### src/rtl/dma_irq_pkg.sv
// Package: shared offsets and sizes for the DMA interrupt aggregator.
// Assumes byte offsets are compared on the full address port width.
package dma_irq_pkg;
    localparam int unsigned NUM_KINDS  = 4;   // complete, src fault, dst fault, setup fault
    localparam int unsigned WORD_W     = 32;
    localparam logic [11:0] OFS_VIEW0  = 12'h800;
    localparam logic [11:0] OFS_PEND0  = 12'h810;
    localparam logic [11:0] OFS_BUSY   = 12'h820;
    localparam logic [11:0] OFS_GRP    = 12'h824;
    localparam logic [11:0] OFS_ARB    = 12'h828;
    localparam logic [11:0] OFS_STRIDE = 12'h004;
endpackage

### src/rtl/dma_evt_latch.sv
// Module: sticky pending bits for one event kind.
// Each bit is set by an event pulse and cleared by a write-one mask.
// An event wins over a clear that arrives in the same cycle.
// Assumes clr_mask is already qualified by the write strobe.
module dma_evt_latch #(
    parameter int unsigned N = 24
) (
    input  logic         clk,
    input  logic         rst_n,
    input  logic [N-1:0] evt,
    input  logic [N-1:0] clr_mask,
    output logic [N-1:0] pend
);
    // Update pending bits: clear first, then merge new events on top.
    always_ff @(posedge clk) begin
        if (!rst_n) pend <= '0;
        else        pend <= (pend & ~clr_mask) | evt;
    end

    assert_set_R1: assert property (@(posedge clk) disable iff (!rst_n)
        (evt != '0) |=> ((pend & $past(evt)) == $past(evt)));
    assert_clear_R2: assert property (@(posedge clk) disable iff (!rst_n)
        ((clr_mask & ~evt) != '0) |=> ((pend & $past(clr_mask & ~evt)) == '0));
    assert_hold_R2: assert property (@(posedge clk) disable iff (!rst_n)
        ((evt == '0) && (clr_mask == '0)) |=> $stable(pend));
    assert_collide_R3: assert property (@(posedge clk) disable iff (!rst_n)
        ((evt & clr_mask) != '0) |=> ((pend & $past(evt & clr_mask)) == $past(evt & clr_mask)));
endmodule

### src/rtl/dma_irq_rdmux.sv
// Module: read-data selection for the aggregator register window.
// Purely combinational. Channel vectors are zero-extended to the word width.
// Unmapped offsets return zero.
module dma_irq_rdmux
    import dma_irq_pkg::*;
#(
    parameter int unsigned N      = 24,
    parameter int unsigned ADDR_W = 12
) (
    input  logic [ADDR_W-1:0]           addr,
    input  logic [NUM_KINDS-1:0][N-1:0] pend,
    input  logic [NUM_KINDS-1:0][N-1:0] view,
    input  logic [N-1:0]                busy,
    input  logic [WORD_W-1:0]           grp,
    input  logic [WORD_W-1:0]           arb,
    output logic [WORD_W-1:0]           rdata
);
    // Compare the offset against each mapped register and pick its contents.
    always_comb begin
        rdata = '0;
        for (int k = 0; k < NUM_KINDS; k++) begin
            if (addr == ADDR_W'(OFS_VIEW0 + OFS_STRIDE * 12'(k))) rdata = WORD_W'(view[k]);
            if (addr == ADDR_W'(OFS_PEND0 + OFS_STRIDE * 12'(k))) rdata = WORD_W'(pend[k]);
        end
        if (addr == ADDR_W'(OFS_BUSY)) rdata = WORD_W'(busy);
        if (addr == ADDR_W'(OFS_GRP))  rdata = grp;
        if (addr == ADDR_W'(OFS_ARB))  rdata = arb;
    end
endmodule

### src/rtl/dma_irq_agg.sv
// Module: top of the DMA interrupt aggregator.
// It latches four event kinds per channel, forms enable-filtered views,
// raises one level interrupt, shows busy levels live, and holds the
// group-priority and arbitration words.
// Assumes N <= 32 and reg_addr carries a byte offset.
module dma_irq_agg
    import dma_irq_pkg::*;
#(
    parameter int unsigned N      = 24,
    parameter int unsigned ADDR_W = 12
) (
    input  logic              clk,
    input  logic              rst_n,
    input  logic [N-1:0]      evt_done,
    input  logic [N-1:0]      evt_src_err,
    input  logic [N-1:0]      evt_dst_err,
    input  logic [N-1:0]      evt_cfg_err,
    input  logic [N-1:0]      ch_irq_en,
    input  logic [N-1:0]      ch_busy,
    input  logic              reg_we,
    input  logic [ADDR_W-1:0] reg_addr,
    input  logic [31:0]       reg_wdata,
    output logic [31:0]       reg_rdata,
    output logic [31:0]       grp_prio,
    output logic [31:0]       arb_cfg,
    output logic              irq
);
    localparam logic [WORD_W-1:0] CH_MASK = WORD_W'({N{1'b1}});

    logic [NUM_KINDS-1:0][N-1:0] evt_all;
    logic [NUM_KINDS-1:0][N-1:0] clr_all;
    logic [NUM_KINDS-1:0][N-1:0] pend_all;
    logic [NUM_KINDS-1:0][N-1:0] view_all;
    logic [NUM_KINDS-1:0]        kind_hit;

    // Gather the event inputs in offset order.
    always_comb begin
        evt_all[0] = evt_done;
        evt_all[1] = evt_src_err;
        evt_all[2] = evt_dst_err;
        evt_all[3] = evt_cfg_err;
    end

    for (genvar k = 0; k < NUM_KINDS; k++) begin : g_kind
        // Turn a write to this kind's pending offset into a clear mask.
        always_comb begin
            clr_all[k] = '0;
            if (reg_we && reg_addr == ADDR_W'(OFS_PEND0 + OFS_STRIDE * 12'(k)))
                clr_all[k] = reg_wdata[N-1:0];
        end

        dma_evt_latch #(.N(N)) u_latch (
            .clk      (clk),
            .rst_n    (rst_n),
            .evt      (evt_all[k]),
            .clr_mask (clr_all[k]),
            .pend     (pend_all[k])
        );

        // Filter the pending bits with the channel enables.
        always_comb begin
            view_all[k] = pend_all[k] & ch_irq_en;
            kind_hit[k] = |view_all[k];
        end
    end

    // The interrupt is the OR of all four filtered views.
    always_comb irq = |kind_hit;

    // Hold the group-priority and arbitration words.
    always_ff @(posedge clk) begin
        if (!rst_n) begin
            grp_prio <= '0;
            arb_cfg  <= '0;
        end else if (reg_we) begin
            if (reg_addr == ADDR_W'(OFS_GRP)) grp_prio <= reg_wdata;
            if (reg_addr == ADDR_W'(OFS_ARB)) arb_cfg  <= reg_wdata;
        end
    end

    dma_irq_rdmux #(.N(N), .ADDR_W(ADDR_W)) u_rdmux (
        .addr  (reg_addr),
        .pend  (pend_all),
        .view  (view_all),
        .busy  (ch_busy),
        .grp   (grp_prio),
        .arb   (arb_cfg),
        .rdata (reg_rdata)
    );

    assert_irq_src_R5: assert property (@(posedge clk) disable iff (!rst_n)
        irq |-> ((pend_all[0] | pend_all[1] | pend_all[2] | pend_all[3]) != '0));
    assert_upper_zero_R8: assert property (@(posedge clk) disable iff (!rst_n)
        (reg_rdata & ~CH_MASK) == '0 || reg_addr == ADDR_W'(OFS_GRP) || reg_addr == ADDR_W'(OFS_ARB));
    assert_reset_R9: assert property (@(posedge clk)
        !rst_n |=> (!irq && grp_prio == '0 && arb_cfg == '0));
    assert_word_hold_R10: assert property (@(posedge clk) disable iff (!rst_n)
        !reg_we |=> ($stable(grp_prio) && $stable(arb_cfg)));
endmodule

### config.mk
export PLATFORM = sky130hd
export DESIGN_NAME = dma_irq_agg
export DESIGN_NICKNAME = d
export VERILOG_FILES = /design/src/rtl/dma_irq_pkg.sv /design/src/rtl/dma_evt_latch.sv /design/src/rtl/dma_irq_rdmux.sv /design/src/rtl/dma_irq_agg.sv
export SDC_FILE = /design/constraint.sdc
export NUM_CORES = 1
export LEC_CHECK = 0
export BUFFER_PORTS_ARGS = -buffer_cell sky130_fd_sc_hd__buf_4
export CORE_MARGIN = 10
export CORE_UTILIZATION = 35
export DETAILED_ROUTE_END_ITERATION = 8
export PLACE_DENSITY = 0.62
export RECOVER_POWER = 25
export SLEW_MARGIN = 20
export SYNTH_ARGS = -nofsm -noshare
export SYNTH_HDL_FRONTEND = slang
export SYNTH_HIERARCHICAL = 1
export SYNTH_SLANG_ARGS = --single-unit
### constraint.sdc
create_clock -name clk -period 2.55 [get_ports clk]
set_input_delay 0.3825 -clock clk [delete_from_list [all_inputs] [get_ports clk]]
set_output_delay 0.3825 -clock clk [all_outputs]
set_load 0.05 [all_outputs]
==> flow_metrics.py <==
metrics = {
    "status": {
        "status": "finished, violations left",
        "failed_checks": "setup timing",
    },
    "clocking": {
        "clk_latency_ps": 430,
        "cts-hold-fix-buffers": 0,
        "h-tree-depth": 4,
        "clockRootBuffer": "clkbuf_16",
        "clockBufferDepth": 2,
        "clkTransAtPathRegs_ps": 80,
        "clock-sinks": 160,
        "cts_buffers": 17,
        "cts_tree": "yes",
    },
    "yosys": {
        "synth.area.top_cells": "dfxtp_1 32%, and2_1 12%, o21a_1 7.2%, nor2b_1 6.6%, o21ai_0 6.5%",
        "avgSynthCellArea_um2": 8.13,
        "syn_area_mm2": 0.0100,
        "synth_common_cells": "190 x and2_1, 160 x dfxtp_1, 129 x o21ai_0",
        "synth.most_common_cell": "and2_1",
        "ys_warn_count": 6,
        "synthesis.nets": 1422,
        "synthArstFlopShare": 0,
        "synth_top_area_frac": 0.320,
        "synth_seq_area_share": 0.320,
        "ys.flop_type": "dfxtp_1",
        "synth_top_area_cell": "dfxtp_1",
        "synth_edf_count": 0,
        "ys_ff_latch": 160,
        "yosysUniqueCellTypes": 72,
        "syn_inst": 1231,
    },
    "drt": {
        "num_vias": 11573,
        "drtIter0Drc": 1116,
        "totalWireLength_mm": 52.3,
        "vias_per_cell": 5.63,
        "antenna_left": 0,
        "drc": 0,
        "firstDrtPassIters": 5,
        "wl_per_cell_um": 25.5,
    },
    "sta": {
        "setup_viol": 31,
        "fmax_mhz": 330,
        "setup_slack_ps": -481,
        "holdWs_ps": 138,
        "tightest_slew_ps": 757,
        "timing.final.crit_period_ps": 3030,
        "final_hold_viol_count": 0,
        "fin_crit_sh": 1.19,
        "drv_slew": 0,
        "fin_skew_ps": 0,
        "rsz0062_at_grt": "true",
        "maxSlewHeadroom": 0.495,
    },
    "worst_setup_path": {
        "cp-end-kind": "output pin",
        "crit_type": "flip-flop to output pin",
        "crit_required_ps": 2170,
        "path_max_fanout": 3,
        "start_kind": "flip-flop",
        "arrival_ps": 2650,
    },
    "final_layout": {
        "final_area_mm2": 0.0157,
        "syn2layout_area_growth_pct": 57.0,
        "layout.nets": 1851,
        "fin_util": 0.561,
        "drive_gt1_frac": 0.387,
    },
    "grt": {
        "grt_use_total": 0.278,
        "grt_start_max_net_pins": 75,
        "antenna_found_initial": 3,
        "first_global_vias": 11405,
        "grt-ovfl-total": 0,
        "grt_pass1_wl_mm": 75.7,
    },
    "floorplan": {
        "ioPinCount": 288,
        "die_w_um": 189,
        "row_count": 61,
        "core_area_mm2": 0.0280,
        "die_h_um": 189,
        "dieArea_mm2": 0.0357,
        "start_util": 0.357,
    },
    "power_and_ir_drop": {
        "ir_worst_vdd_v": 0.000401,
        "total_power_mw": 6.75,
        "p_per_area_mw_per_mm2": 430,
        "pwr-share-seq": 0.402,
        "pwr-share-comb": 0.184,
        "p_leak_nw": 6.49,
        "clkPwrFrac": 0.414,
        "swShare": 0.309,
        "power_switching_mw": 2.08,
        "p_int_mw": 4.67,
    },
    "placed_design": {
        "place_congestion": 0.969,
        "numPortBuffers": 287,
        "placed_cell_area_mm2": 0.0139,
        "dp.final_hpwl_mm": 40.2,
    },
    "min_path": {
        "worstHoldPathType": "input port to flip-flop",
    },
    "flow_run": {
        "drv_cap": 0,
    },
}
-- worst max-delay path: stages, from the launching register on --
cell and delay, ps:
dfxtp_1 350, and2_1 200, or4_1 540, or4_4 450, nor4_4 320, nand3_2 150, buf_6 190
-- cell type report --
class,count,area (um^2)
Clock buffer,17,425
Sequential cell,160,3210
Tap cell,378,473
Multi-Input combinational cell,973,7080
Fill cell,2659,12300
Inverter,4,15.0
Timing Repair Buffer,504,4310
Clock inverter,15,189
Antenna cell,3,7.51
-- through the flow --
step,TNS [ps],cells,setup WS (ps)
after global routing,-3740,2052,-503
after detailed placement,-14190,1979,-376
after global placement,-13130,1979,-410
final,-2680,2054,-481
after CTS,-2230,2042,-454
after floorplan,-145,1231,-31.4
-- power groups by stage --
stage | logic, mW | clock network (mW) | registers, mW
detailed placement | 1.08 | 0 | 2.76
floorplan | 0.485 | 0 | 2.71
finish | 1.24 | 2.80 | 2.72
global placement | 1.08 | 0 | 2.76
CTS | 1.19 | 2.81 | 2.71
global route | 1.31 | 2.92 | 2.73
-- sequential cells by signal (all words and copies together), names as in the netlist --
| signal | count |
|---|---|
| grp_prio | 32 |
| g_kind.u_latch/pend | 96 |
| arb_cfg | 32 |
-- cell usage in the layout (no fill, tap or decap), types with 21 or more instances in the layout --
cell type,instances
o21a_1,96
nand2_1,53
nand3b_1,22
buf_6,81
clkbuf_1,56
and2_1,187
buf_12,22
nor2_1,21
nand3_1,68
o21ai_0,111
nor2b_1,105
dfxtp_1,156
buf_4,331
-- path summary, 6_finish.rpt --
kind,startpoint,to,slack [ps],cells past startpoint
worst max-delay path,g_kind[2].u_latch/pend[20]$_SDFF_PN0_,irq,-480,6
worst max register to register,g_kind[3].u_latch/pend[22]$_SDFF_PN0_,g_kind[3].u_latch/pend[22]$_SDFF_PN0_,1670,3
worst min-delay path,evt_src_err[13],g_kind[1].u_latch/pend[13]$_SDFF_PN0_,140,2
worst min register to register,arb_cfg[29]$_SDFFE_PN0P_,arb_cfg[29]$_SDFFE_PN0P_,490,2
-- routing by layer --
layer / vias to the layer above / wire (um) / share of wire / global-route usage
li1: 5342 / - / - / -
met1: 5602 / 24200 / 0.46 / 0.389
met4: 2 / 1110 / 0.021 / 0.0717
met3: 63 / 4390 / 0.084 / 0.0603
met2: 564 / 22700 / 0.43 / 0.420
met5: - / 11 / 0.00021 / 0
-- timing repair --
item,CTS,global route
cloned,7,1
pin swaps,83,51
resized for setup,181,61
setup endpoints to repair,33,33
setup buffers,28,11
-- kinds of logic (layout without fill, tap and decap cells) --
logic type,count (synthesis),after routing,synth area share
buf+inv,98,540,0.0517
flops,160,160,0.320
simple gates,571,571,0.350
other cells,0,3,0
mux,13,13,0.0136
compound gates,389,389,0.265
Power figures use the tool's default switching activity.
